`config.mk`:
```
export PLATFORM = sky130hd
export DESIGN_NAME = sync_char_tx
export DESIGN_NICKNAME = d
export VERILOG_FILES = /design/src/rtl/sync_char_tx.sv
export SDC_FILE = /design/constraint.sdc
export NUM_CORES = 1
export LEC_CHECK = 0
export BUFFER_PORTS_ARGS = -buffer_cell sky130_fd_sc_hd__buf_4
export CORE_ASPECT_RATIO = 2
export CORE_MARGIN = 4
export CORE_UTILIZATION = 30
export DETAILED_ROUTE_END_ITERATION = 8
export PLACE_DENSITY = 0.54
export SLEW_MARGIN = 40
export SYNTH_ARGS = -nofsm -noshare
export SYNTH_HDL_FRONTEND = slang
export SYNTH_SLANG_ARGS = --single-unit
```
`constraint.sdc`:
```
create_clock -name clk -period 4 [get_ports clk]
set_input_delay 0.8 -clock clk [delete_from_list [all_inputs] [get_ports clk]]
set_output_delay 0.8 -clock clk [all_outputs]
set_load 0.05 [all_outputs]
```
`src/rtl/sync_char_tx.sv`:
```
module sync_char_tx #(
  parameter int LEN_W = 3
) (
  input  logic                  clk,
  input  logic                  rst_n,
  input  logic                  bit_en,
  input  logic                  tx_en,
  input  logic [LEN_W-1:0]      len_sel,
  input  logic                  wr_data,
  input  logic [(1<<LEN_W)-1:0] wr_char,
  input  logic                  som_in,
  input  logic                  eom_in,
  input  logic                  idle_sel,
  input  logic [(1<<LEN_W)-1:0] sync_reg,
  input  logic                  ur_clr,
  output logic                  txd,
  output logic                  buf_empty,
  output logic                  underrun,
  output logic                  ch_load
);
  localparam int CHAR_W     = 1 << LEN_W;
  localparam int SPACE_BITS = 2 * CHAR_W;
  localparam int CNT_W      = $clog2(SPACE_BITS + 1);

  logic [CHAR_W-1:0] sh, hold, last;
  logic [CNT_W-1:0]  cnt;
  logic              busy, full;

  wire [CNT_W-1:0]  clen   = (len_sel == '0) ? CNT_W'(CHAR_W) : CNT_W'(len_sel);
  wire [CHAR_W-1:0] lmask  = (CHAR_W'(1) << clen) - CHAR_W'(1);
  wire              bound  = bit_en && (!busy || cnt == CNT_W'(1));
  wire              take   = bound && tx_en && full;
  wire              fill   = bound && tx_en && !full;
  wire              space  = bit_en && !busy && !tx_en && som_in && eom_in;
  wire [CHAR_W-1:0] fill_c = idle_sel ? last : sync_reg;

  assign txd       = busy ? sh[0] : 1'b1;
  assign buf_empty = !full;

  always_ff @(posedge clk) begin
    if (!rst_n) begin
      sh       <= '0;
      hold     <= '0;
      last     <= '0;
      cnt      <= '0;
      busy     <= 1'b0;
      full     <= 1'b0;
      underrun <= 1'b0;
      ch_load  <= 1'b0;
    end else begin
      ch_load <= take || fill || space;

      if (take) begin
        sh   <= hold & lmask;
        cnt  <= clen;
        busy <= 1'b1;
      end else if (fill) begin
        sh   <= fill_c & lmask;
        cnt  <= clen;
        busy <= 1'b1;
      end else if (space) begin
        sh   <= '0;
        cnt  <= CNT_W'(SPACE_BITS);
        busy <= 1'b1;
      end else if (bit_en && busy) begin
        sh  <= sh >> 1;
        cnt <= cnt - CNT_W'(1);
        if (cnt == CNT_W'(1)) busy <= 1'b0;
      end

      if (wr_data) begin
        hold <= wr_char;
        last <= wr_char;
        full <= 1'b1;
      end else if (take) begin
        full <= 1'b0;
      end

      if (fill && !som_in) underrun <= 1'b1;
      else if (ur_clr)     underrun <= 1'b0;
    end
  end
endmodule

```
* After elaboration in Yosys (flattened, before gate mapping)
Index checks and enable logic that the tools add are counted.
** Operators by class
- Add/subtract/negate cells :: 2
- Equality and inequality tests :: 1
- Shift operators :: 1
- Muxes and demuxes :: 20
- Bitwise operators :: 2
- Reductions and logical operators :: 23
** Operators by type and width (count)
- 8-bit two-way mux :: 5
- 5-bit two-way mux :: 4
- 8-bit bitwise AND :: 2
- 1-bit logical AND :: 10
- 1-bit two-way mux :: 10
- 4-bit nonzero test :: 2
- 1-bit by 4-bit left shift with 8-bit output, first input constant :: 1
- 8-bit by 2-bit subtractor with 8-bit output, second input constant :: 1
- 5-bit by 1-bit equality test with 1-bit output, second input constant :: 1
- 5-bit by 1-bit subtractor with 5-bit output, second input constant :: 1
- 1-bit logical NOT :: 4
- 4-bit two-way mux :: 1
- 2-bit nonzero test :: 2
- 3-bit logical NOT :: 1
- 1-bit logical OR :: 3
- 2-bit AND reduction :: 1
** Storage, ports and cells
- Register bits :: 25
- Input port bits :: 28
- Logic and storage cells :: 56

* Depth between registers and ports, before layout
Gate-level depths: netlist (run 1).
- Depth in word-level cells :: 8
- Gate-level depth with buffers :: 7

* Worst setup path before layout (run 1)
No wires, ideal clock.
- Path kind :: in2reg
- Start :: input port bit_en
- End :: register sh[2]
- Setup time :: 0.117 ns
- Data arrival time :: 1.896 ns
- Required time :: 3.883 ns
- Path slack :: 1.987 ns
- Cell stages on the path :: 5
- Path buffers :: 1
- Path through :: clkbuf_1 -> inv_1 -> o32ai_1 -> o32a_1 -> nor2_1
** Between the ends
- Word-level cells in the longest chain between the ends :: 7
- Elaborated cells between the ends (all ways) :: 13
- Those cells by class :: mux (3); reduce/logical (10)
** Ends and longest elaborated chain
- start, declared :: line 6 : input logic bit_en,
- 1-bit logical AND (4 in a row) :: line 34 : wire space = bit_en && !busy && !tx_en && som_in && eom_in;
- 8-bit two-way mux :: line 61 : end else if (space) begin
- 8-bit two-way mux :: line 57 : end else if (fill) begin
- 8-bit two-way mux :: line 53 : if (take) begin
- end signal, assigned :: line 54 : sh <= hold & lmask;
- end signal, assigned :: line 58 : sh <= fill_c & lmask;
- end signal, assigned :: line 66 : sh <= sh >> 1;
- end, declared :: line 25 : logic [CHAR_W-1:0] sh, hold, last;
Several ways; a longest one is shown, not always the timed one.
A chain may end at the register's enable or synchronous reset.

* Final worst setup path (run 1)
- Start :: register cnt[1]
- End :: register sh[1]
** Between the ends
- Word-level cells in the longest chain between the ends :: 7
- Elaborated cells between the ends (all ways) :: 9
- Those cells by class :: eq/ne (1); mux (2); reduce/logical (6)
** Ends and longest elaborated chain
- start, declared :: line 26 : logic [CNT_W-1:0] cnt;
- start signal, assigned :: line 55 : cnt <= clen;
- start signal, assigned :: line 59 : cnt <= clen;
- start signal, assigned :: line 63 : cnt <= CNT_W'(SPACE_BITS);
- 5-bit by 1-bit equality test with 1-bit output * :: line 31 : wire bound = bit_en && (!busy || cnt == CNT_W'(1));
- 1-bit logical OR * :: line 31
- 1-bit logical AND * :: line 31
- 1-bit logical AND * :: line 32, 33
- 1-bit logical AND :: line 33 : wire fill = bound && tx_en && !full;
- 8-bit two-way mux :: line 57
- 8-bit two-way mux :: line 53
Mark *: on every way between the ends. The rest lies on a longest branch, timed or not.

==> results of run 1 <==
-- metal layers --
| layer | up-vias | global-route usage | wire, um |
|---|---|---|---|
| met4 | 0 | 0.0674 | 101 |
| met3 | 6 | 0.0190 | 162 |
| met2 | 31 | 0.268 | 2030 |
| li1 | 614 | - | - |
| met1 | 569 | 0.160 | 1330 |
| met5 | - | 0 | 0 |
-- cell type report --
type / instances / area [sq um]
Tap cell: 54 / 67.6
Fill cell: 472 / 2660
Clock buffer: 4 / 45.0
Inverter: 7 / 26.3
Multi-Input combinational cell: 116 / 766
Timing Repair Buffer: 31 / 233
Sequential cell: 25 / 500
-- layout by cell type (no fill, tap or decap) --
cell	instances
sky130_fd_sc_hd__a21o_1	1
sky130_fd_sc_hd__o21ai_0	13
sky130_fd_sc_hd__ha_1	3
sky130_fd_sc_hd__a221o_1	2
sky130_fd_sc_hd__and2_1	3
sky130_fd_sc_hd__conb_1	1
sky130_fd_sc_hd__nor4b_1	2
sky130_fd_sc_hd__inv_1	7
sky130_fd_sc_hd__nand2b_1	2
sky130_fd_sc_hd__dfxtp_1	25
sky130_fd_sc_hd__nor2_1	12
sky130_fd_sc_hd__clkbuf_1	1
sky130_fd_sc_hd__nand4_1	3
sky130_fd_sc_hd__xor2_1	1
sky130_fd_sc_hd__nor3_1	2
sky130_fd_sc_hd__a211oi_1	1
sky130_fd_sc_hd__a31oi_1	4
sky130_fd_sc_hd__mux2i_1	12
sky130_fd_sc_hd__xnor2_1	2
sky130_fd_sc_hd__a21boi_0	1
sky130_fd_sc_hd__or3_1	3
sky130_fd_sc_hd__o21bai_1	1
sky130_fd_sc_hd__o221ai_1	2
sky130_fd_sc_hd__o32ai_2	1
sky130_fd_sc_hd__a2bb2oi_1	1
sky130_fd_sc_hd__a21oi_2	1
sky130_fd_sc_hd__o32a_1	2
sky130_fd_sc_hd__o22ai_1	1
sky130_fd_sc_hd__or4b_4	1
sky130_fd_sc_hd__nor2b_1	8
sky130_fd_sc_hd__a21oi_1	8
sky130_fd_sc_hd__buf_4	31
sky130_fd_sc_hd__nand2_1	13
sky130_fd_sc_hd__clkbuf_8	3
sky130_fd_sc_hd__mux2_2	1
sky130_fd_sc_hd__nand3_1	4
sky130_fd_sc_hd__o32ai_1	2
sky130_fd_sc_hd__o211a_1	1
sky130_fd_sc_hd__nor3b_1	1
-- path summary, 6_finish.rpt --
kind                            start  slack [ns]            endpoint  cells past startpoint
hold / removal     sh[2]$_SDFFE_PN0P_        0.48  sh[1]$_SDFFE_PN0P_                      2
hold reg to reg    sh[2]$_SDFFE_PN0P_        0.48  sh[1]$_SDFFE_PN0P_                      2
setup reg to reg  cnt[1]$_SDFFE_PN0P_        1.94  sh[1]$_SDFFE_PN0P_                      6
setup / recovery  cnt[1]$_SDFFE_PN0P_        1.94  sh[1]$_SDFFE_PN0P_                      6
-- synth_stat cells (all sizes together) (2+ instances only) --
cell type and number:
a21oi 9, a221o 2, a31oi 4, and2 3, buf 2, clkbuf 8
dfxtp 25, ha 3, inv 7, mux2i 12, nand2 13, nand2b 2
nand3 4, nand4 3, nor2 12, nor2b 8, nor3 2, nor4b 2
o21ai 13, o221ai 2, o32a 2, o32ai 3, or3 3, xnor2 2
-- worst min-delay path, cell delays in order, from the launching register on --
cell	delay [ns]
sky130_fd_sc_hd__dfxtp_1	0.32
sky130_fd_sc_hd__nand2_1	0.05
sky130_fd_sc_hd__a31oi_1	0.07
-- logic make-up (layout without fill, tap and decap cells) --
family | Yosys count | count (layout) | synth area share
other | 1 | 1 | 0.00282
DFF | 25 | 25 | 0.377
buffers and inverters | 17 | 42 | 0.0547
xor gates and xnor gates | 3 | 3 | 0.0198
AOI/OAI and AO/OA | 42 | 42 | 0.206
adders and majority gates | 3 | 3 | 0.0283
muxes | 13 | 13 | 0.0990
and+or+nand+nor | 54 | 54 | 0.212
-- sequential cells by signal (all words and copies together), names as in the netlist --
register and cells:
underrun 1, last 8, busy 1, full 1
cnt 5, sh 8, ch_load 1
-- report_power, final --
part	leakage (nW)	switching (W)	internal, W
sequential	0.206	0.0000150	0.000266
clock	0.0228	0.0000795	0.0000713
combinational	0.431	0.0000678	0.0000582
-- stage by stage --
step | total power [W] | utilization | cells | setup WS (ns)
6_report | 0.000558 | 0.381 | 237 | 1.94
5_1_grt | 0.000590 | 0.381 | 237 | 1.83
4_1_cts | 0.000565 | 0.381 | 237 | 1.93
3_5_place_dp | 0.000414 | 0.371 | 233 | 1.75
3_3_place_gp | 0.000410 | 0.368 | 233 | 1.71
2_1_floorplan | 0.000367 | - | 158 | 1.99
==> out/metrics.json, run 1 <==
{
  "finClkSkew": {"value": 0.00372, "unit": "ns"},
  "area_delta_synth_final": {"value": 23.4, "unit": "%"},
  "drt-wirelength-per-cell": {"value": 15.3, "unit": "um"},
  "drive_gt1_frac": {"value": 0.208},
  "path_max_fanout": {"value": 12},
  "synth_cells": {"value": 158},
  "count_of_pins_over_their_slew_limit": {"value": 0},
  "synthFlopType": {"value": "sky130_fd_sc_hd__dfxtp_1"},
  "critPathCaptureType": {"value": "flip-flop"},
  "place.port_buffers": {"value": 31},
  "master_cell_of_the_clock_root_buffer": {"value": "sky130_fd_sc_hd__clkbuf_8"},
  "crit_required": {"value": 4.20, "unit": "ns"},
  "achievable-frequency": {"value": 484, "unit": "MHz"},
  "hold_violations": {"value": 0},
  "syn_nets": {"value": 189},
  "final_nets": {"value": 215},
  "tritoncts_buffer_count": {"value": 3},
  "critPathKind": {"value": "reg2reg"},
  "clk_transition_reported_paths": {"value": 0.09, "unit": "ns"},
  "netlist-cell-type-count": {"value": 37},
  "worst_path_dominant_cell_family": {"value": "simple AND/OR/NAND/NOR gates"},
  "synth_top_area_frac": {"value": 0.377},
  "number_of_flops_mapped_to_enable_cells_by_yosys": {"value": 0},
  "die_y": {"value": 102, "unit": "um"},
  "dr.pass1.iters": {"value": 4},
  "syn_area": {"value": 1330, "unit": "sq um"},
  "remaining_global_route_overflow": {"value": 0},
  "core_region_area": {"value": 4300, "unit": "sq um"},
  "clock-sinks": {"value": 25},
  "clk-insertion-delay-late": {"value": 0.27, "unit": "ns"},
  "worstHoldPathType": {"value": "reg2reg"},
  "final.setup.tns": {"value": 0, "unit": "ns"},
  "yosys_warnings": {"value": 0},
  "peakVddDrop": {"value": 0.238, "unit": "mV"},
  "core.rowCount": {"value": 34},
  "cp.arrival": {"value": 2.27, "unit": "ns"},
  "hold_buf_cts": {"value": 0},
  "power.density": {"value": 341, "unit": "nW/um^2"},
  "antenna-diode-count": {"value": 0},
  "yosys.area.top_type": {"value": "sky130_fd_sc_hd__dfxtp_1"},
  "power_leakage": {"value": 0.659, "unit": "nW"},
  "timing.critical_path.cells": {"value": "inv_1 -> ha_1 -> or4b_4 -> a21o_1 -> or3_1 -> a31oi_1"},
  "cts_resized": {"value": 0},
  "layout_min_cycle_time": {"value": 2.06, "unit": "ns"},
  "post_cts_buffers": {"value": 0},
  "dr.first_iter.drc_count": {"value": 38},
  "critical_path.max_stage_delay": {"value": 0.49, "unit": "ns"},
  "postSynthAreaPerCell": {"value": 8.40, "unit": "sq um"},
  "detailroute.via_count": {"value": 1220},
  "antenna_found_initial": {"value": 0},
  "gr_usage_total": {"value": 0.148},
  "viasPerCell": {"value": 5.15},
  "proportion_of_register_bits_with_asynchronous_set_or_reset_after_synthesis": {"value": 0},
  "pin_count": {"value": 32},
  "setup-violations-final": {"value": 0},
  "die-area": {"value": 5620, "unit": "sq um"},
  "antenna_left": {"value": 0},
  "status": {"value": "completed"},
  "instance_area_at_placement": {"value": 1590, "unit": "sq um"},
  "seq_area_frac_synth": {"value": 0.377},
  "floorplan.die.width": {"value": 55.0, "unit": "um"},
  "maxCapViolations": {"value": 0},
  "drc": {"value": 0},
  "cts_tree": {"value": "yes"},
  "totalWireLength": {"value": 3620, "unit": "um"},
  "ctsLongestPathBuffers": {"value": 2},
  "cpMaxStageDelayCell": {"value": "sky130_fd_sc_hd__or4b_4"},
  "initial_utilization": {"value": 0.309},
  "first_pass_grt_wire_length": {"value": 6090, "unit": "um"},
  "finalWeightedCongestion": {"value": 0.749},
  "max_slew.worst_pin.slew": {"value": 0.768, "unit": "ns"},
  "worst_hold_slack": {"value": 0.479, "unit": "ns"},
  "grt_start_max_net_pins": {"value": 23},
  "worst_path_buffer_plus_inverter_count": {"value": 1},
  "ys_top_cells_by_area": {"value": "sky130_fd_sc_hd__dfxtp_1 38%, sky130_fd_sc_hd__mux2i_1 9.0%, sky130_fd_sc_hd__o21ai_0 4.9%"},
  "first_global_vias": {"value": 1300},
  "cts_htree_levels": {"value": 1},
  "layout.cell_area.non_filler": {"value": 1640, "unit": "sq um"},
  "setup_repair_after_global_routing_missed_its_margin": {"value": "no"},
  "seq_cells_post_synth": {"value": 25},
  "final.period_utilization": {"value": 0.516},
  "place.detailed.hpwl": {"value": 2800, "unit": "um"},
  "worst_setup_path_start_kind": {"value": "flip-flop"},
  "worst_slew_slack_as_a_fraction_of_its_limit": {"value": 0.486}
}
Note: power is estimated with default switching activity, not from simulation.
==> inputs of run 2 (changes only) <==
clock period = 1.9 ns   (was 4 ns; I/O delays follow)
==> run 2 against run 1 <==
  * Clock power is 120% higher
  * Final cell count is 5.1% higher
  * Maximum frequency is 12% higher
  * First-iteration DRC count is 16% lower
  * Largest power group unchanged
==> out/metrics.json, run 2 (synthesis results as in run 1) <==
{
  "status": {"value": "completed"},
  "cts_htree_levels": {"value": 1},
  "critPathKind": {"value": "reg2reg"},
  "final_nets": {"value": 227},
  "p_switching": {"value": 0.000367, "unit": "W"},
  "critical_path.max_stage_delay": {"value": 0.50, "unit": "ns"},
  "power_leakage": {"value": 0.723, "unit": "nW"},
  "hold_buf_cts": {"value": 0},
  "die-area": {"value": 5620, "unit": "sq um"},
  "maxCapViolations": {"value": 0},
  "ctsLongestPathBuffers": {"value": 2},
  "dr.pass1.iters": {"value": 4},
  "core_region_area": {"value": 4300, "unit": "sq um"},
  "count_of_pins_over_their_slew_limit": {"value": 0},
  "clock-sinks": {"value": 25},
  "r2r.worst_path.cells": {"value": 6},
  "min_path_cells": {"value": 3},
  "gr_usage_total": {"value": 0.151},
  "viasPerCell": {"value": 5.12},
  "antenna_left": {"value": 0},
  "sequential_cell_area_in_the_final_layout": {"value": 502, "unit": "sq um"},
  "n_fill_cell": {"value": 445},
  "multi_input_area": {"value": 778, "unit": "sq um"},
  "worst_slew_slack_as_a_fraction_of_its_limit": {"value": 0.638},
  "finClkSkew": {"value": 0.00427, "unit": "ns"},
  "max_slew.worst_pin.slew": {"value": 0.536, "unit": "ns"},
  "cpMaxStageDelayCell": {"value": "sky130_fd_sc_hd__or4b_4"},
  "setup_repair_after_global_routing_missed_its_margin": {"value": "yes"},
  "crit_required": {"value": 2.11, "unit": "ns"},
  "first_pass_grt_wire_length": {"value": 6200, "unit": "um"},
  "clk_transition_reported_paths": {"value": 0.09, "unit": "ns"},
  "timing.critical_path.cells": {"value": "inv_2 -> ha_1 -> or4b_4 -> a21o_4 -> or3_1 -> a31oi_1"},
  "core.rowCount": {"value": 34},
  "power.density": {"value": 706, "unit": "nW/um^2"},
  "cp.arrival": {"value": 2.06, "unit": "ns"},
  "final.period_utilization": {"value": 0.972},
  "antenna-diode-count": {"value": 0},
  "post_cts_buffers": {"value": 0},
  "regToRegEndpoint": {"value": "sh[1]$_SDFFE_PN0P_"},
  "layout.cell_area.non_filler": {"value": 1740, "unit": "sq um"},
  "clock_power_share": {"value": 0.271},
  "area_delta_synth_final": {"value": 30.7, "unit": "%"},
  "critPathCaptureType": {"value": "flip-flop"},
  "cts_tree": {"value": "yes"},
  "place.port_buffers": {"value": 31},
  "initial_utilization": {"value": 0.309},
  "setup-violations-final": {"value": 0},
  "instance_area_at_placement": {"value": 1660, "unit": "sq um"},
  "internal_power": {"value": 0.000858, "unit": "W"},
  "grt_start_max_net_pins": {"value": 23},
  "power.share.switching": {"value": 0.299},
  "dr.first_iter.drc_count": {"value": 32},
  "report.power.total": {"value": 0.00122, "unit": "W"},
  "worst_path_buffer_plus_inverter_count": {"value": 1},
  "r2r_start": {"value": "cnt[1]$_SDFFE_PN0P_"},
  "drt-wirelength-per-cell": {"value": 15.1, "unit": "um"},
  "place.detailed.hpwl": {"value": 2900, "unit": "um"},
  "power.share.combinational": {"value": 0.253},
  "totalWireLength": {"value": 3750, "unit": "um"},
  "peakVddDrop": {"value": 0.423, "unit": "mV"},
  "achievable-frequency": {"value": 542, "unit": "MHz"},
  "finalWeightedCongestion": {"value": 0.761},
  "min-delay-start": {"value": "wr_char[0]"},
  "tritoncts_buffer_count": {"value": 3},
  "layout_min_cycle_time": {"value": 1.85, "unit": "ns"},
  "path_max_fanout": {"value": 5},
  "worst_path_dominant_cell_family": {"value": "simple AND/OR/NAND/NOR gates"},
  "clk-insertion-delay-late": {"value": 0.28, "unit": "ns"},
  "drive_gt1_frac": {"value": 0.272},
  "detailroute.via_count": {"value": 1274},
  "fin_ws": {"value": 0.0535, "unit": "ns"},
  "share_seq_of_total_power": {"value": 0.476},
  "remaining_global_route_overflow": {"value": 0},
  "layout.cells.most_common_list": {"value": "42 x sky130_fd_sc_hd__buf_4, 24 x sky130_fd_sc_hd__dfxtp_1, 13 x sky130_fd_sc_hd__nand2_1, 13 x sky130_fd_sc_hd__o21ai_0"},
  "first_global_vias": {"value": 1342},
  "worstHoldPathType": {"value": "in2reg"},
  "drc": {"value": 0},
  "pin_count": {"value": 32},
  "antenna_found_initial": {"value": 0},
  "die_y": {"value": 102, "unit": "um"},
  "layout_top_registers": {"value": "last (8), sh (8), cnt (5)"},
  "floorplan.die.width": {"value": 55.0, "unit": "um"},
  "dp_slack": {"value": -0.0365, "unit": "ns"},
  "final_common_cell": {"value": "sky130_fd_sc_hd__buf_4"},
  "hold_violations": {"value": 0},
  "master_cell_of_the_clock_root_buffer": {"value": "sky130_fd_sc_hd__clkbuf_8"},
  "hold_path_end": {"value": "last[0]$_SDFFE_PN0P_"},
  "worst_setup_path_start_kind": {"value": "flip-flop"},
  "setup_slack_of_the_most_critical_reg_to_reg_path": {"value": 0.05, "unit": "ns"}
}
run 2: what timing repair did:
action / CTS / global route
hold endpoints to repair: 0 / 0
resized for setup: 2 / 3
pin swaps: 1 / 3
endpoints found under the setup margin: 1 / 4
gates cloned: 0 / 1
run 2: power by group through the flow:
stage / clock network (W) / logic, W / registers (W)
final: 0.000332 / 0.000310 / 0.000583
after global routing: 0.000363 / 0.000342 / 0.000588
after CTS: 0.000341 / 0.000306 / 0.000582
after detailed placement: 0 / 0.000303 / 0.000594
after global placement: 0 / 0.000297 / 0.000594
after floorplan: 0 / 0.000173 / 0.000599
run 2: area by class of cell:
type | count | area share
inverters | 7 | 0.0151
repair buffers | 42 | 0.182
well taps | 54 | 0.0389
clock buffers | 3 | 0.0238
multi-input cells | 117 | 0.448
flip-flops and latches | 25 | 0.289
clock inverters | 1 | 0.00288
run 2: worst reg2reg max path, cell delays in order, from the launching register on:
cell                      delay [ns]
sky130_fd_sc_hd__dfxtp_2        0.34
sky130_fd_sc_hd__inv_2          0.05
sky130_fd_sc_hd__ha_1           0.14
sky130_fd_sc_hd__or4b_4         0.50
sky130_fd_sc_hd__a21o_4         0.26
sky130_fd_sc_hd__or3_1          0.34
sky130_fd_sc_hd__a31oi_1        0.13
run 2: worst max-delay path by stage:
stage | to | slack (ns) | cells past startpoint | startpoint
finish | sh[1]$_SDFFE_PN0P_ | 0.05 | 6 | cnt[1]$_SDFFE_PN0P_
global route | sh[1]$_SDFFE_PN0P_ | -0.01 | 6 | cnt[1]$_SDFFE_PN0P_
CTS | sh[1]$_SDFFE_PN0P_ | 0.01 | 6 | cnt[1]$_SDFFE_PN0P_
detailed placement | sh[1]$_SDFFE_PN0P_ | -0.04 | 6 | cnt[1]$_SDFFE_PN0P_
global placement | sh[1]$_SDFFE_PN0P_ | 0.01 | 6 | cnt[1]$_SDFFE_PN0P_
floorplan | sh[2]$_SDFFE_PN0P_ | 0.14 | 7 | cnt[1]$_SDFFE_PN0P_
run 2: through the flow:
stage,hold slack (ns),std cells,utilization,setup TNS [ns]
global route,0.367,249,0.404,-0.0134
detailed placement,0.463,244,0.387,-0.0365
global placement,0.454,244,0.387,0
floorplan,0.447,158,-,0
CTS,0.350,248,0.400,0
finish,0.352,249,0.404,0
run 2: metal layers:
metal,up-vias,global-route usage,wire [um]
met5,-,0,0
met4,0,0.0787,139
met3,9,0.0190,129
met2,33,0.274,2120
met1,589,0.159,1370
li1,643,-,-
